File: config.mk
export PLATFORM = sky130hd
export DESIGN_NAME = cfg_page_seq
export DESIGN_NICKNAME = d
export VERILOG_FILES = /design/src/rtl/cfg_seq_pkg.sv /design/src/rtl/cfg_seq_spi.sv /design/src/rtl/cfg_seq_ctrl.sv /design/src/rtl/cfg_page_seq.sv
export SDC_FILE = /design/constraint.sdc
export NUM_CORES = 1
export LEC_CHECK = 0
export ABC_AREA = 0
export CELL_PAD_IN_SITES_DETAIL_PLACEMENT = 1
export CELL_PAD_IN_SITES_GLOBAL_PLACEMENT = 1
export CORE_ASPECT_RATIO = 1.5
export CORE_MARGIN = 5
export CORE_UTILIZATION = 40
export CTS_BUF_LIST = sky130_fd_sc_hd__clkbuf_8
export DETAILED_ROUTE_END_ITERATION = 10
export GPL_ROUTABILITY_DRIVEN = 0
export PLACE_DENSITY_LB_ADDON = 0.1
export SETUP_SLACK_MARGIN = 0.02
export SLEW_MARGIN = 20
export SYNTH_ARGS = -nofsm -noshare
export SYNTH_HDL_FRONTEND = slang
export SYNTH_SLANG_ARGS = --single-unit
File: constraint.sdc
create_clock -name clk -period 6.6 [get_ports clk]
set_input_delay 1.32 -clock clk [delete_from_list [all_inputs] [get_ports clk]]
set_output_delay 1.32 -clock clk [all_outputs]
set_load 0.01 [all_outputs]
File: src/rtl/cfg_seq_pkg.sv
package cfg_seq_pkg;
  localparam logic [7:0] OP_ENABLE  = 8'hC6;
  localparam logic [7:0] OP_ERASE   = 8'h0E;
  localparam logic [7:0] OP_INITA   = 8'h46;
  localparam logic [7:0] OP_PAGE    = 8'h70;
  localparam logic [7:0] OP_PDONE   = 8'h5E;
  localparam logic [7:0] OP_DISABLE = 8'h26;
  localparam logic [7:0] OP_REFRESH = 8'h79;
  localparam logic [7:0] OP_POLL    = 8'hF0;
  localparam logic [7:0] OP_STATUS  = 8'h3C;
  localparam logic [7:0] ARG_ENABLE = 8'h08;
  localparam logic [7:0] ARG_ERASE  = 8'h04;
  localparam int PAGE_BYTES = 16;
  localparam int HDR_BYTES  = 4;

  typedef struct packed {
    logic        go;
    logic [31:0] header;
    logic [4:0]  txBytes;
    logic [2:0]  rxBytes;
  } frameReq_t;

  typedef struct packed {
    logic [7:0] pollByte;
    logic       doneF;
    logic       busyF;
    logic       failF;
    logic [2:0] errF;
  } rsp_t;

  typedef enum logic [3:0] {
    S_IDLE, S_ENABLE, S_ERASE, S_POLL, S_STAT, S_INITA, S_PAGE, S_PDONE,
    S_DISABLE, S_REFRESH, S_WAIT, S_CL_ERASE, S_CL_REFRESH
  } seqState_t;

  typedef enum logic [2:0] {K_EN, K_ER, K_PG, K_PD, K_RF, K_CL} seqStep_t;
endpackage

File: src/rtl/cfg_seq_spi.sv
module cfg_seq_spi
  import cfg_seq_pkg::*;
#(
  parameter int HALF_DIV = 2
) (
  input  logic      clk,
  input  logic      rstN,
  input  frameReq_t req,
  output logic      frameBusy,
  output logic      frameDone,
  output rsp_t      rsp,
  input  logic [7:0] dataIn,
  output logic      byteTake,
  output logic      sclk,
  output logic      mosi,
  output logic      csN,
  input  logic      miso
);
  localparam int DIV_W = (HALF_DIV > 1) ? $clog2(HALF_DIV) : 1;

  logic             active;
  logic [DIV_W-1:0] divCnt;
  logic [7:0]       bitCnt;
  logic [7:0]       txSh;
  logic [31:0]      hdr;
  logic [4:0]       txBytesR;
  logic [2:0]       rxBytesR;
  logic [25:0]      rxSh;
  logic [4:0]       nextByte;
  logic [7:0]       hdrByte;
  logic [7:0]       txBits;
  logic [7:0]       lastBit;
  logic             inRx;

  assign nextByte = bitCnt[7:3] + 5'd1;
  assign txBits   = {txBytesR, 3'b000};
  assign lastBit  = {txBytesR + {2'b00, rxBytesR}, 3'b000} - 8'd1;
  assign inRx     = bitCnt >= txBits;

  always_comb begin
    case (nextByte[1:0])
      2'd0:    hdrByte = hdr[31:24];
      2'd1:    hdrByte = hdr[23:16];
      2'd2:    hdrByte = hdr[15:8];
      default: hdrByte = hdr[7:0];
    endcase
  end

  always_ff @(posedge clk or negedge rstN) begin
    if (!rstN) begin
      active <= 1'b0; divCnt <= '0; bitCnt <= '0; txSh <= '0; hdr <= '0;
      txBytesR <= '0; rxBytesR <= '0; rxSh <= '0; sclk <= 1'b0; csN <= 1'b1;
      frameDone <= 1'b0; byteTake <= 1'b0;
    end else begin
      frameDone <= 1'b0;
      byteTake  <= 1'b0;
      if (!active) begin
        if (req.go) begin
          active   <= 1'b1;
          csN      <= 1'b0;
          hdr      <= req.header;
          txBytesR <= req.txBytes;
          rxBytesR <= req.rxBytes;
          bitCnt   <= '0;
          divCnt   <= '0;
          sclk     <= 1'b0;
          rxSh     <= '0;
          txSh     <= req.header[31:24];
        end
      end else if (divCnt != DIV_W'(HALF_DIV - 1)) begin
        divCnt <= divCnt + 1'b1;
      end else begin
        divCnt <= '0;
        if (!sclk) begin
          sclk <= 1'b1;
          if (inRx) rxSh <= {rxSh[24:0], miso};
        end else begin
          sclk <= 1'b0;
          if (bitCnt == lastBit) begin
            active    <= 1'b0;
            csN       <= 1'b1;
            frameDone <= 1'b1;
          end else begin
            bitCnt <= bitCnt + 8'd1;
            if (bitCnt[2:0] == 3'd7) begin
              if (nextByte < 5'(HDR_BYTES)) begin
                txSh <= hdrByte;
              end else if (nextByte < txBytesR) begin
                txSh     <= dataIn;
                byteTake <= 1'b1;
              end else begin
                txSh <= 8'h00;
              end
            end else begin
              txSh <= {txSh[6:0], 1'b0};
            end
          end
        end
      end
    end
  end

  assign mosi      = active & txSh[7];
  assign frameBusy = active;
  assign rsp.pollByte = rxSh[7:0];
  assign rsp.doneF    = rxSh[8];
  assign rsp.busyF    = rxSh[12];
  assign rsp.failF    = rxSh[13];
  assign rsp.errF     = rxSh[25:23];

  // clock idles low outside a frame
  a_r2_sclk_idle: assert property (@(posedge clk) disable iff (!rstN) csN |-> !sclk);
  // data held steady while the clock is high
  a_r2_mosi_stable: assert property (@(posedge clk) disable iff (!rstN)
    (!csN && sclk && $past(sclk)) |-> $stable(mosi));
  // stream bytes are only taken inside a frame
  a_r7_take_in_frame: assert property (@(posedge clk) disable iff (!rstN) byteTake |-> !csN);
endmodule

File: src/rtl/cfg_seq_ctrl.sv
module cfg_seq_ctrl
  import cfg_seq_pkg::*;
#(
  parameter int LEN_W         = 16,
  parameter int WAIT_W        = 20,
  parameter int POLL_LIMIT    = 100000,
  parameter int REFRESH_LIMIT = 100000
) (
  input  logic              clk,
  input  logic              rstN,
  input  logic              start,
  input  logic [LEN_W-1:0]  imageLen,
  input  logic [WAIT_W-1:0] refreshWait,
  input  logic              frameBusy,
  input  logic              frameDone,
  input  rsp_t              rsp,
  output frameReq_t         req,
  output logic              busy,
  output logic              done,
  output logic              error,
  output logic              errInPage,
  output logic [LEN_W-5:0]  errPage
);
  localparam int PAGE_W = LEN_W - 4;
  localparam int POLL_W = (POLL_LIMIT > 1) ? $clog2(POLL_LIMIT) : 1;
  localparam int REF_W  = (REFRESH_LIMIT > 1) ? $clog2(REFRESH_LIMIT) : 1;

  seqState_t         state;
  seqStep_t          step;
  logic              issued;
  logic [POLL_W-1:0] pollCnt;
  logic [REF_W-1:0]  refCnt;
  logic [WAIT_W-1:0] waitCnt;
  logic [PAGE_W-1:0] pageIdx;
  logic [PAGE_W-1:0] numPages;
  logic              sending;
  logic              healthy;

  assign sending = (state != S_IDLE) && (state != S_WAIT);
  assign healthy = rsp.doneF && !rsp.busyF && (rsp.errF == 3'b000);

  always_comb begin
    req.header  = {OP_POLL, 24'h0};
    req.txBytes = 5'(HDR_BYTES);
    req.rxBytes = 3'd0;
    case (state)
      S_ENABLE:     req.header = {OP_ENABLE, ARG_ENABLE, 16'h0000};
      S_ERASE,
      S_CL_ERASE:   req.header = {OP_ERASE, ARG_ERASE, 16'h0000};
      S_POLL:       req.rxBytes = 3'd1;
      S_STAT: begin
        req.header  = {OP_STATUS, 24'h0};
        req.rxBytes = 3'd4;
      end
      S_INITA:      req.header = {OP_INITA, 24'h0};
      S_PAGE: begin
        req.header  = {OP_PAGE, 24'h000001};
        req.txBytes = 5'(HDR_BYTES + PAGE_BYTES);
      end
      S_PDONE:      req.header = {OP_PDONE, 24'h0};
      S_DISABLE:    req.header = {OP_DISABLE, 24'h0};
      S_REFRESH,
      S_CL_REFRESH: req.header = {OP_REFRESH, 24'h0};
      default:      req.header = {OP_POLL, 24'h0};
    endcase
    req.go = sending && !issued;
  end

  always_ff @(posedge clk or negedge rstN) begin
    if (!rstN) begin
      state <= S_IDLE; step <= K_EN; issued <= 1'b0;
      pollCnt <= '0; refCnt <= '0; waitCnt <= '0; pageIdx <= '0; numPages <= '0;
      busy <= 1'b0; done <= 1'b0; error <= 1'b0; errInPage <= 1'b0; errPage <= '0;
    end else begin
      case (state)
        S_IDLE: begin
          if (start) begin
            done <= 1'b0; error <= 1'b0; errInPage <= 1'b0; errPage <= '0;
            if (imageLen[3:0] != 4'd0) begin
              error <= 1'b1;
            end else begin
              busy     <= 1'b1;
              numPages <= imageLen[LEN_W-1:4];
              pageIdx  <= '0;
              refCnt   <= '0;
              step     <= K_EN;
              state    <= S_ENABLE;
            end
          end
        end
        S_WAIT: begin
          if (waitCnt >= refreshWait) begin
            if (step == K_CL) begin
              state <= S_IDLE; busy <= 1'b0; error <= 1'b1;
            end else begin
              state <= S_STAT;
            end
          end else begin
            waitCnt <= waitCnt + 1'b1;
          end
        end
        default: begin
          if (!issued) begin
            issued <= 1'b1;
          end else if (frameDone) begin
            issued <= 1'b0;
            case (state)
              S_ENABLE, S_ERASE, S_CL_ERASE, S_PAGE, S_PDONE: begin
                pollCnt <= '0;
                state   <= S_POLL;
              end
              S_INITA: begin
                if (numPages == '0) begin
                  state <= S_PDONE; step <= K_PD;
                end else begin
                  state <= S_PAGE; step <= K_PG;
                end
              end
              S_DISABLE: begin
                state <= S_REFRESH; step <= K_RF;
              end
              S_REFRESH, S_CL_REFRESH: begin
                waitCnt <= '0;
                state   <= S_WAIT;
              end
              S_POLL: begin
                if (rsp.pollByte != 8'h00) begin
                  if (pollCnt == POLL_W'(POLL_LIMIT - 1)) begin
                    if (step == K_CL) begin
                      state <= S_CL_REFRESH;
                    end else begin
                      if (step == K_PG) begin
                        errInPage <= 1'b1;
                        errPage   <= pageIdx;
                      end
                      state <= S_CL_ERASE; step <= K_CL;
                    end
                  end else begin
                    pollCnt <= pollCnt + 1'b1;
                  end
                end else if (step == K_PG) begin
                  if (pageIdx == numPages - 1'b1) begin
                    state <= S_PDONE; step <= K_PD;
                  end else begin
                    pageIdx <= pageIdx + 1'b1;
                    state   <= S_PAGE;
                  end
                end else begin
                  state <= S_STAT;
                end
              end
              S_STAT: begin
                case (step)
                  K_EN: begin
                    if (rsp.failF) begin
                      state <= S_CL_ERASE; step <= K_CL;
                    end else begin
                      state <= S_ERASE; step <= K_ER;
                    end
                  end
                  K_ER: begin
                    if (rsp.failF) begin
                      state <= S_CL_ERASE; step <= K_CL;
                    end else begin
                      state <= S_INITA;
                    end
                  end
                  K_PD: begin
                    if (rsp.doneF) begin
                      state <= S_DISABLE;
                    end else begin
                      state <= S_CL_ERASE; step <= K_CL;
                    end
                  end
                  K_RF: begin
                    if (healthy) begin
                      state <= S_IDLE; busy <= 1'b0; done <= 1'b1;
                    end else if (refCnt == REF_W'(REFRESH_LIMIT - 1)) begin
                      state <= S_CL_ERASE; step <= K_CL;
                    end else begin
                      refCnt <= refCnt + 1'b1;
                      state  <= S_REFRESH;
                    end
                  end
                  default: state <= S_CL_REFRESH;
                endcase
              end
              default: state <= S_IDLE;
            endcase
          end
        end
      endcase
    end
  end

  // outcome flags are exclusive and cleared while running
  a_r12_flags_excl: assert property (@(posedge clk) disable iff (!rstN) !(done && error));
  a_r12_busy_clear: assert property (@(posedge clk) disable iff (!rstN) busy |-> (!done && !error));
  // a new frame is only requested while the shifter is idle
  a_r2_go_idle: assert property (@(posedge clk) disable iff (!rstN) req.go |-> !frameBusy);
  // malformed length fails at once without starting
  a_r3_malformed: assert property (@(posedge clk) disable iff (!rstN)
    (start && !busy && (imageLen[3:0] != 4'd0)) |=> (error && !busy));
  // page frames stay inside the image
  a_r7_page_range: assert property (@(posedge clk) disable iff (!rstN)
    (req.go && state == S_PAGE) |-> (pageIdx < numPages));
  // retry counters stay under their limits
  a_r5_poll_limit: assert property (@(posedge clk) disable iff (!rstN) pollCnt <= POLL_W'(POLL_LIMIT - 1));
  a_r9_refresh_limit: assert property (@(posedge clk) disable iff (!rstN) refCnt <= REF_W'(REFRESH_LIMIT - 1));
endmodule

File: src/rtl/cfg_page_seq.sv
module cfg_page_seq
  import cfg_seq_pkg::*;
#(
  parameter int HALF_DIV      = 2,
  parameter int LEN_W         = 16,
  parameter int WAIT_W        = 20,
  parameter int POLL_LIMIT    = 100000,
  parameter int REFRESH_LIMIT = 100000
) (
  input  logic              clk,
  input  logic              rstN,
  input  logic              start,
  input  logic [LEN_W-1:0]  imageLen,
  input  logic [WAIT_W-1:0] refreshWait,
  input  logic [7:0]        dataIn,
  output logic              byteTake,
  output logic              sclk,
  output logic              mosi,
  output logic              csN,
  input  logic              miso,
  output logic              busy,
  output logic              done,
  output logic              error,
  output logic              errInPage,
  output logic [LEN_W-5:0]  errPage
);
  frameReq_t req;
  rsp_t      rsp;
  logic      frameBusy;
  logic      frameDone;

  cfg_seq_ctrl #(
    .LEN_W(LEN_W), .WAIT_W(WAIT_W),
    .POLL_LIMIT(POLL_LIMIT), .REFRESH_LIMIT(REFRESH_LIMIT)
  ) u_ctrl (
    .clk(clk), .rstN(rstN), .start(start), .imageLen(imageLen),
    .refreshWait(refreshWait), .frameBusy(frameBusy), .frameDone(frameDone),
    .rsp(rsp), .req(req), .busy(busy), .done(done), .error(error),
    .errInPage(errInPage), .errPage(errPage)
  );

  cfg_seq_spi #(.HALF_DIV(HALF_DIV)) u_spi (
    .clk(clk), .rstN(rstN), .req(req), .frameBusy(frameBusy),
    .frameDone(frameDone), .rsp(rsp), .dataIn(dataIn), .byteTake(byteTake),
    .sclk(sclk), .mosi(mosi), .csN(csN), .miso(miso)
  );
endmodule

### After elaboration in Yosys (flattened, before gate mapping)

Cells that the tools add are included.

| storage, ports and cells | value |
|---|---|
| bits in registers | 190 |
| input bits | 48 |
| logic and storage cells | 306 |
| output and inout bits | 20 |

| operators by class | value |
|---|---|
| order comparisons | 4 |
| $add $sub $neg | 10 |
| equal/unequal tests | 53 |
| reduce and logical (&&, ||, !) cells | 55 |
| bitwise operators | 6 |
| multiplexer cells | 153 |

Operators with widths:

| operator | number |
|---|---|
| $pmux W32 S8 | 1 |
| $mux W12 | 16 |
| $mux W17 | 10 |
| $mux W26 | 5 |
| $mux W8 | 13 |
| $mux W20 | 4 |
| $pmux W17 S2 | 2 |
| $mux W1 | 57 |
| $mux W3 | 16 |
| $pmux W12 S2 | 2 |
| $mux W4 | 10 |
| $pmux W20 S2 | 1 |
| $reduce_and A9 Y1 | 4 |
| $add A17 B1 Y17 const B | 2 |
| $eq A17 B17 Y1 const B | 2 |
| $reduce_bool A2 Y1 | 15 |
| $ne A2 B2 Y1 const B | 14 |
| $pmux W3 S4 | 2 |
| $pmux W4 S6 | 1 |
| $pmux W8 S3 | 1 |
| $add A20 B1 Y20 const B | 1 |
| $eq A4 B4 Y1 const B | 5 |
| $ge A20 B20 Y1 | 1 |
| $ne A4 B4 Y1 const B | 5 |
| other kinds (52) | 91 |

### Depth between registers and ports, before layout

Gate-level depths: netlist (run 1).

| depth | value |
|---|---|
| word-level depth | 9 |
| mapped depth | 12 |
| gate-level depth less buffers | 11 |

### Modules after synthesis

A second synthesis (run 1) with hierarchy kept.

| second synthesis, totals | value |
|---|---|
| cell total of the unflattened synthesis | 1355 |
| area total of the unflattened synthesis | 11775.0 µm² |

By module, submodules not included:

| module | cells an instance | area each (µm²) | instances | sequential area each (µm²) |
|---|---|---|---|---|
| cfg_seq_ctrl | 824 | 7115.6 | 1 | 2552.4 |
| cfg_seq_spi | 531 | 4659.5 | 1 | 2203.4 |

### Worst setup path before layout (run 1)

Ideal clock, no wire load.

| timing path | value |
|---|---|
| path type | input-to-reg |
| start point | input refreshWait[9] |
| end point | register u_ctrl.waitCnt[10] |
| stages on the path | 10 |
| arrival | 3.153 ns |
| buffers on the path | 1 |
| path slack | 3.309 ns |
| data required time | 6.462 ns |
| library setup time | 0.138 ns |
| path through | inv_1 ha_1 a21o_1 a21o_1 a211oi_1 o31ai_1 a21oi_1 o21a_1 clkbuf_1 a31oi_1 |

| on the way | value |
|---|---|
| word-level cells in the longest chain between the ends | 3 |

Ends and longest elaborated chain:

| item | RTL line | RTL |
|---|---|---|
| start, declared | cfg_page_seq.sv:14 | `input logic [WAIT_W-1:0] refreshWait,` |
| $ge A20 B20 Y1 | cfg_seq_ctrl.sv:92 | `if (waitCnt >= refreshWait) begin` |
| $ne A2 B2 Y1 (no source line) | - |  |
| $reduce_and A5 Y1 (no source line) | - |  |
| end signal, assigned | cfg_seq_ctrl.sv:99 | `waitCnt <= waitCnt + 1'b1;` |
| end, declared | cfg_seq_ctrl.sv:33 | `logic [WAIT_W-1:0] waitCnt;` |

Every way passes these cells.
A chain may end at the register's enable or synchronous reset.

### Worst setup path in the final report (run 1)

| timing path | value |
|---|---|
| start point | input imageLen[1] |
| end point | register u_ctrl.refCnt[11] |

| on the way | value |
|---|---|
| word-level cells in the longest chain between the ends | 3 |

Ends and longest elaborated chain:

| item | RTL line | RTL |
|---|---|---|
| start, declared | cfg_page_seq.sv:13 | `input logic [LEN_W-1:0] imageLen,` |
| $reduce_bool A4 Y1 | cfg_seq_ctrl.sv:79 | `if (imageLen[3:0] != 4'd0) begin` |
| $ne A2 B2 Y1 (no source line) | - |  |
| $reduce_and A9 Y1 (no source line) | - |  |
| end signal, assigned | cfg_seq_ctrl.sv:181 | `refCnt <= refCnt + 1'b1;` |
| end, declared | cfg_seq_ctrl.sv:32 | `logic [REF_W-1:0] refCnt;` |

Every way passes these cells.

==> impl_results.md, run 1 <==
- Outcome: finished clean
- Comb pwr share: 3.2%
- Hold Path Stages: 1
- Top FF cell, synth: dfrtp_1
- Area leader, netlist: dfrtp_1
- Final Skew: 10.8 ps
- Yosys cell types: 72
- Fin Setup TNS: 0 ps
- Mapped Cells: 1095
- First-pass DRT Iterations: 4
- H-tree Lvls: 4
- Input/output buffers: 67
- Clk sinks: 165
- Leakage: 4.78 nW
- Syn-to-layout area delta: 14.6%
- CP required: 6980 ps
- Vias in the first global route: 8909
- Combinational family with the most area after synthesis: simple AND/OR/NAND/NOR gates
- Max-slew violation count: 0
- Worst-path cell chain: clkdlybuf4s50_1 > nor4_1 > nand3_1 > buf_4 > a21oi_1 > and2_1 > nand3_1 > or3_1 > a21oi_1
- Rows: 69
- CP max stage delay: 590 ps
- Hold path startpoint: u_spi.hdr[24]
- CP Buf/Inv Count: 2
- CP startpoint: imageLen[1]
- Mapped Nets: 1178
- Vias: 8266
- Starting Density: 40.3%
- Worst Tran Pin Value: 774 ps
- Sw Share: 21.7%
- Seq cells post-synth: 165
- Final WL: 25800 um
- CTS max path bufs: 2
- Final Setup Violations: 0
- Asr flop ratio synth: 100%
- Register area share after synthesis: 43.5%
- Reg clk slew, reported paths: 80 ps
- Hold WC Path Type: flip-flop to flip-flop
- Routed Antenna Nets: 0
- Layout Nets: 1219
- Synthesized area per cell: 8.67 um2
- Hold_buf cts: 0
- Critical-path top delay cell: nor4_1
- Worst reg2reg endpoint: u_ctrl.refCnt[11]
- Boundary pin count: 68
- Critical Path Fanout Max: 20
- Relative slew slack: 48.0%
- Post-synthesis adder-cell area fraction: 4.61%
- Chip Height: 199 um
- Worst-Skew Late Latency: 470 ps
- Root buffer cell: clkbuf_8
- Cell Area, Synth: 9490 um2
- Total CTS buffers: 17
- Simple logic cell fraction of the synthesized area: 23.6%
- Mux contribution to synthesized area: 1.00%
- Final Cell Area: 10900 um2
- Reg2Reg Depth: 7
- Final Hold Viols: 0
- Top delay family on crit path: simple AND/OR/NAND/NOR gates
- First-pass GRT wire length: 44000 um
- Post-DP HPWL: 18600 um
- Wire per inst: 17.6 um
- Crit path capture type: flip-flop
- Post-cts sizing count: 0
- Largest net degree at the start of global routing: 58
- Total grt overflow: 0
- Dpl cell area: 10400 um2
- Largest cells by area after synthesis: dfrtp_1 43%, nand2_1 6.5%, o21ai_0 4.6%
- Final worst-path cycle share: 57.3%
- Compound-Gate Fraction of Synth Area: 18.9%
- Share of cells above drive strength 1: 6.10%
- Initial DRC Count: 330
- Reg power frac: 53.6%
- Storage cell area: 4130 um2
- Vias per std cell: 5.63
- Sw power: 408 uW
- Ys Warns: 0
- Residual DRC: 0
- Die Width: 136 um
- Internal power: 1.47 mW
- Initial antenna violation count: 0
- Post-CTS Setup Repair Bufs: 0
- Filler cells: 2827
- Setup crit start kind: primary input
- Most common cell in the netlist: nand2_1
- Setup CP Type: primary input to flip-flop
- Minimum clock period: 3780 ps
- Multi-input logic area: 4970 um2
- Min-Delay Endpoint: u_spi.hdr[24]
- Max Cap Violations: 0
- Top post-synthesis cells by count: 165 x nand2_1, 164 x dfrtp_1, 88 x o21ai_0, 80 x nor2_1, 74 x a21oi_1
- Antenna cell count: 0
- Reg2reg setup slack: 3170 ps
- Maximum VDD drop: 0.116 mV
- Yosys top cell area share: 43.2%
- Tot GR Track Use: 20.1%
- Post-synthesis xor/xnor area fraction: 4.06%
- Post-synth EDFFs: 0
- Die area: 27000 um2
- FMAX: 265 MHz
- PwrDens: 173 nW/um2
- RSZ-0062 raised after global routing: no
- WP data arrival: 4160 ps
- Worst flop-to-flop path startpoint: u_ctrl.state[2]
- CTS tree: done
- Clock power frac: 43.2%
- Core ar.: 23600 um2
[flip-flops by register name (all words and copies together) (netlist names), 2 cells and up]
name / flops
u_spi.rxBytesR: 2
u_spi.bitCnt: 8
u_ctrl.errPage: 12
u_ctrl.step: 3
u_ctrl.refCnt: 17
u_spi.txBytesR: 2
u_ctrl.pageIdx: 12
u_spi.txSh: 8
u_ctrl.pollCnt: 17
u_spi.hdr: 11
u_spi.rxSh: 26
u_ctrl.state: 4
u_ctrl.numPages: 12
u_ctrl.waitCnt: 20
[worst max-delay path by stage]
stage | cells after the start | end
floorplan | 10 | u_ctrl.waitCnt[10]
global placement | 9 | u_ctrl.state[1]
detailed placement | 9 | u_ctrl.refCnt[9]
CTS | 9 | u_ctrl.refCnt[11]
global route | 9 | u_ctrl.refCnt[9]
finish | 9 | u_ctrl.refCnt[11]
[area by class of cell]
class,instances,area share (%)
multi-input cells,828,45.7
clock buffers,20,2.53
inverters,41,1.41
repair buffers,83,7.28
flip-flops and latches,165,38.0
clock inverters,11,1.45
well taps,319,3.67
[routing by layer]
metal / up-vias / track usage, % / share of wire [%]
li1: 3990 / - / -
met1: 4159 / 23.0 / 42
met2: 96 / 38.0 / 54
met3: 21 / 3.21 / 2.5
met4: 0 / 6.39 / 1.4
met5: - / 0 / 0
[cells in the final DEF, fill, tap and decap left out, types with 10 or more instances in the layout]
master,netlist,final
dfrtp_1,164,164
nand2b_1,15,15
a22o_1,12,12
xor2_1,22,22
ha_1,35,35
a21oi_1,74,73
nand2_1,165,165
clkdlybuf4s50_1,0,66
and3_1,21,21
o21ai_0,88,88
o31ai_1,10,10
a31oi_1,17,17
nor2_1,80,80
nand3_1,41,41
nor3_1,26,24
or3_1,21,21
nand4_1,20,20
o21a_1,13,13
clkbuf_8,0,20
inv_1,41,43
a21o_1,13,13
buf_4,1,16
xnor2_1,22,22
or4_1,11,11
[cell families (layout without fill, tap and decap cells)]
family                     count (synthesis)  after routing
AOI/OAI and AO/OA                        288            288
buffers and inverters                    102            155
muxes                                      9              9
and+or+nand+nor                          452            452
xor gates and xnor gates                  44             44
adders and majority gates                 35             35
DFF                                      165            165
[per-stage QoR]
stage	setup slack [ps]	hold WS [ps]	utilization (%)	cells	power [mW]
after CTS	2790	484	46.2	1467	1.91
after floorplan	3310	443	-	1095	1.04
final	2820	484	46.2	1467	1.88
after detailed placement	2300	464	44.3	1436	1.09
after global placement	2390	453	44.3	1436	1.09
after global routing	2590	507	46.2	1467	1.96
[power groups by stage]
stage / Clock, mW / Sequential [mW] / Combinational, mW
CTS: 0.840 / 1.01 / 0.0625
detailed placement: 0 / 1.03 / 0.0623
global route: 0.882 / 1.01 / 0.0681
global placement: 0 / 1.03 / 0.0614
finish: 0.813 / 1.01 / 0.0596
floorplan: 0 / 1.03 / 0.00800
Power figures use the tool's default switching activity.
==> run 2, diff against run 1 <==
Clock period 6.6 ns to 3.5 ns, I/O delays scaled along.
==> impl_results.md, run 2 (synthesis gave the netlist of run 1 again) <==
- Total grt overflow: 0
- Hold Worst Slack: 169 ps
- Hold WC Path Type: primary input to async pin
- Chip Height: 199 um
- Met3 Wirelength: 675 um
- Antenna cell count: 0
- Comb pwr share: 3.2%
- Input/output buffers: 67
- PwrDens: 327 nW/um2
- Reg clk slew, reported paths: 90 ps
- Max-slew violation count: 0
- Final WL: 25800 um
- Die area: 27000 um2
- Initial DRC Count: 354
- Number of flip-flops in the largest register: 26
- Most common cell after layout, fill and taps aside: nand2_1
- Wire per inst: 17.4 um
- Met1 Wirelength: 10700 um
- H-tree Lvls: 4
- Total CTS buffers: 17
- Final Hold Viols: 0
- Syn-to-layout area delta: 16.5%
- Clock power frac: 44.2%
- Leakage: 4.90 nW
- Dpl ws: 131 ps
- RSZ-0062 raised after global routing: no
- # placed instances: 1453
- Vias in the first global route: 8561
- Worst-Skew Late Latency: 470 ps
- Setup CP Type: flip-flop to flip-flop
- Minimum clock period: 3150 ps
- Highest metal used: met4
- Critical Path Fanout Max: 21
- Final Core Density: 46.9%
- Rows: 69
- Initial antenna violation count: 0
- Final Skew: 17.3 ps
- Root buffer cell: clkbuf_8
- WP data arrival: 3540 ps
- Maximum VDD drop: 0.214 mV
- Share of cells above drive strength 1: 7.38%
- First-pass GRT wire length: 43200 um
- CP required: 3890 ps
- Setup crit start kind: flip-flop
- Layout Nets: 1236
- Final WS setup: 351 ps
- Top flop regs: u_spi.rxSh (26), u_ctrl.waitCnt (20)
- Residual DRC: 0
- CTS tree: done
- Outcome: finished clean
- Worst Tran Pin Value: 718 ps
- Vias: 8264
- CTS max path bufs: 2
- Sw power: 762 uW
- Reg power frac: 52.6%
- Boundary pin count: 68
- Clk sinks: 165
- Sw Share: 21.0%
- Max Cap Violations: 0
- Top library cells by usage in the layout, fill and taps aside: 165 x nand2_1, 164 x dfrtp_1, 88 x o21ai_0, 80 x nor2_1, 73 x a21oi_1
- Core ar.: 23600 um2
- Internal power: 2.86 mW
- Starting Density: 40.3%
- Post-DP HPWL: 18900 um
- Worst flop-to-flop path startpoint: u_ctrl.numPages[0]
- Die Width: 136 um
- Largest net degree at the start of global routing: 74
- First-pass DRT Iterations: 5
- DR WL met2: 13900 um
- Fin Setup TNS: 0 ps
- CP startpoint: u_ctrl.numPages[0]
- Relative slew slack: 52.0%
- Biggest register: u_spi.rxSh
- Final Setup Violations: 0
- Vias per std cell: 5.56
- Post-cts sizing count: 0
- Tot GR Track Use: 19.8%
- Final worst-path cycle share: 90.0%
- Routed Antenna Nets: 0
- Hold_buf cts: 0
- FMAX: 318 MHz
- Crit path capture type: flip-flop
- Finished Layout Cells: 1485
- Post-CTS Setup Repair Bufs: 0
-- run 2: cell types whose count changed in the layout (fill, tap and decap cells not counted) --
cell	previous run	this run
bufinv_16	4	5
buf_12	0	2
inv_1	43	45
clkinv_2	3	2
clkinvlp_4	2	0
buf_4	16	31
inv_6	0	1
-- run 2: power groups by stage --
stage	clock [mW]	combinational, mW	sequential (mW)
4_1_cts	1.66	0.120	1.90
3_3_place_gp	0	0.118	1.94
6_report	1.60	0.115	1.90
3_5_place_dp	0	0.120	1.94
2_1_floorplan	0	0.0151	1.94
5_1_grt	1.74	0.131	1.90
-- run 2: path summary, 6_finish.rpt --
path,end,slack [ps],depth (start not counted)
max,u_ctrl.pageIdx[4],350,10
min,u_ctrl.waitCnt[8],170,1
max reg2reg,u_ctrl.pageIdx[4],350,10
min reg2reg,u_spi.hdr[25],480,1
max in group asynchronous,u_ctrl.step[0],2560,2
min in group clk,u_spi.hdr[25],480,1
-- run 2: layer usage --
metal  vias up  GRT usage, %
li1       4017             -
met1      4099          23.1
met2       114          36.8
met3        34          3.16
met4         0          6.84
met5         -             0
-- run 2: through the flow --
| stage | power, mW | area [um2] |
|---|---|---|
| after floorplan | 1.96 | 9490 |
| after global placement | 2.06 | 10600 |
| after detailed placement | 2.06 | 10600 |
| after CTS | 3.69 | 11100 |
| after global routing | 3.78 | 11100 |
| final | 3.62 | 11100 |
-- run 2: layout make-up --
type | count | area, um2
Sequential cell | 165 | 4130
Timing Repair Buffer | 100 | 945
Clock inverter | 12 | 184
Inverter | 41 | 154
Tap cell | 319 | 399
Fill cell | 2759 | 12500
Clock buffer | 20 | 275
Multi-Input combinational cell | 828 | 4970
-- run 2: critical path, stage by stage, from the launching register on --
cell	delay (ps)
dfrtp_1	430
inv_1	90
ha_1	300
or4b_1	590
o31ai_1	280
xor2_1	100
a21oi_1	290
o31ai_2	100
buf_4	220
or4_1	490
a21oi_1	180
==> run 3, diff against run 2 <==
Settings changed: SKIP_LAST_GASP from default to 1, SYNTH_HIERARCHICAL from default to 1.
==> impl_results.md, run 3 <==
- Outcome: finished clean
- Register area share after synthesis: 40.4%
- Crit path capture type: flip-flop
- Worst-path cell chain: ha_1 > fa_1 > inv_1 > ha_1 > xnor2_1 > xnor2_1 > or4_1 > a211oi_2 > or2_1 > buf_8 > nor2_1 > a211o_1
- Reg clk slew, reported paths: 120 ps
- Biggest register: u_spi/hdr
- PwrDens: 620 nW/um2
- WP data arrival: 3710 ps
- Post-synth EDFFs: 0
- Most common cell in the netlist: nand2_1
- Max Cap Violations: 0
- CP max stage delay: 530 ps
- Setup CP Type: flip-flop to flip-flop
- Vias in the first global route: 10415
- Most common cell after layout, fill and taps aside: nand2_1
- Worst-Skew Late Latency: 520 ps
- Die Width: 150 um
- Largest cells by area after synthesis: dfrtp_1 40%, nand2_1 7.3%, ha_1 5.1%
- CTS tree: done
- Vias: 9866
- Initial DRC Count: 462
- Top library cells by usage in the layout, fill and taps aside: 229 x nand2_1, 189 x dfrtp_1, 99 x inv_1, 85 x o21ai_0, 82 x nor2_1
- Core ar.: 29300 um2
- Chip Height: 220 um
- CP Buf/Inv Count: 2
- Number of flip-flops in the largest register: 32
- First-pass GRT wire length: 53500 um
- # placed instances: 1769
- Final worst-path cycle share: 94.2%
- Total CTS buffers: 17
- Vias per std cell: 5.48
- Hold_buf cts: 0
- Finished Layout Cells: 1801
- Cell Area, Synth: 11800 um2
- H-tree Lvls: 4
- Final Hold Viols: 0
- Hold WC Path Type: primary input to async pin
- Yosys cell types: 99
- Layout Nets: 1490
- Fin Setup TNS: 0 ps
- Die area: 33000 um2
- Syn-to-layout area delta: 12.0%
- Asr flop ratio synth: 100%
- Initial antenna violation count: 0
- Maximum VDD drop: 0.275 mV
- Top flop regs: u_spi/hdr (32), u_spi/rxSh (26), u_ctrl/waitCnt (20)
- Final Setup Violations: 0
- Wire per inst: 17.6 um
- Largest net degree at the start of global routing: 78
- Yosys top cell area share: 40.2%
- Rows: 77
- Hold Worst Slack: 223 ps
- Starting Density: 40.2%
- Synthesized area per cell: 8.69 um2
- CP required: 3920 ps
- CTS max path bufs: 2
- Share of cells above drive strength 1: 8.46%
- Relative slew slack: 29.4%
- Seq cells post-synth: 190
- Tot GR Track Use: 20.1%
- Mapped Cells: 1355
- Post-DP HPWL: 23400 um
- Top delay family on crit path: adder cells
- Input/output buffers: 67
- Critical Path Fanout Max: 28
- Critical-path top delay cell: fa_1
- Clk sinks: 190
- Top post-synthesis cells by count: 229 x nand2_1, 189 x dfrtp_1, 99 x inv_1, 85 x o21ai_0, 82 x nor2_1
- Setup crit start kind: flip-flop
- Filler cells: 3533
- Post-CTS Setup Repair Bufs: 0
- Final Skew: 20.6 ps
- Root buffer cell: clkbuf_8
- FMAX: 303 MHz
- Post-cts sizing count: 1
- Antenna cell count: 0
- Minimum clock period: 3300 ps
- RSZ-0062 raised after global routing: yes
- Worst Tran Pin Value: 1050 ps
- Top FF cell, synth: dfrtp_1
- Leakage: 5.77 nW
- Boundary pin count: 68
- Final WL: 31800 um
- Routed Antenna Nets: 0
- First-pass DRT Iterations: 5
- Residual DRC: 0
- Total grt overflow: 0
- Ys Warns: 6
- Max-slew violation count: 0
- Area leader, netlist: dfrtp_1
==> run 3: path summary, 6_finish.rpt <==
| path | from | endpoint | slack (ps) | cells after the start |
|---|---|---|---|---|
| hold reg to reg | u_spi/hdr[9] | u_spi/hdr[9] | 490 | 2 |
| hold / removal | rstN | u_ctrl/errPage[8] | 220 | 1 |
| setup reg to reg | u_spi/txBytesR[0] | u_spi/txSh[2] | 200 | 12 |
| max in group asynchronous | rstN | u_spi/rxSh[16] | 2470 | 2 |
| min in group clk | u_spi/hdr[9] | u_spi/hdr[9] | 490 | 2 |
| setup / recovery | u_spi/txBytesR[0] | u_spi/txSh[2] | 200 | 12 |
==> run 3: kinds of logic after synthesis <==
kind of cell,synth area share (%)
simple gates,22.3
buf+inv,8.29
other cells,0.0638
fa+ha+maj,5.27
mux,1.94
flops,40.4
xor+xnor,3.63
compound gates,18.1
==> run 3: final cells by class <==
type,count,area [um2],area share (%)
inverters,100,375,2.85
clock inverters,14,169,1.28
clock buffers,18,248,1.88
repair buffers,103,990,7.50
flip-flops and latches,190,4760,36.1
multi-input cells,981,6160,46.7
well taps,395,494,3.75
==> run 3: where the power goes <==
group,internal (mW),switching (mW)
Sequential,2.69,0.585
Combinational,1.44,1.91
Clock,0.627,0.925
Total,4.75,3.42
==> run 3: stage by stage <==
step	utilization, %	worst slack (ps)	cell area (um2)	total power, mW
floorplan	-	345	11900	5.62
global placement	43.6	106	12800	6.57
detailed placement	43.6	19.4	12800	6.68
CTS	45.0	109	13200	8.28
global route	45.0	16.2	13200	8.83
finish	45.0	203	13200	8.17
==> run 3: layer usage <==
| layer | track usage, % | vias up | part of all wire, % | routed length [um] |
|---|---|---|---|---|
| li1 | - | 4753 | - | - |
| met1 | 23.7 | 4960 | 43 | 13500 |
| met2 | 37.0 | 110 | 53 | 16900 |
| met3 | 2.56 | 43 | 2.2 | 701 |
| met4 | 7.26 | 0 | 2.2 | 693 |
| met5 | 0 | - | 0 | 0 |
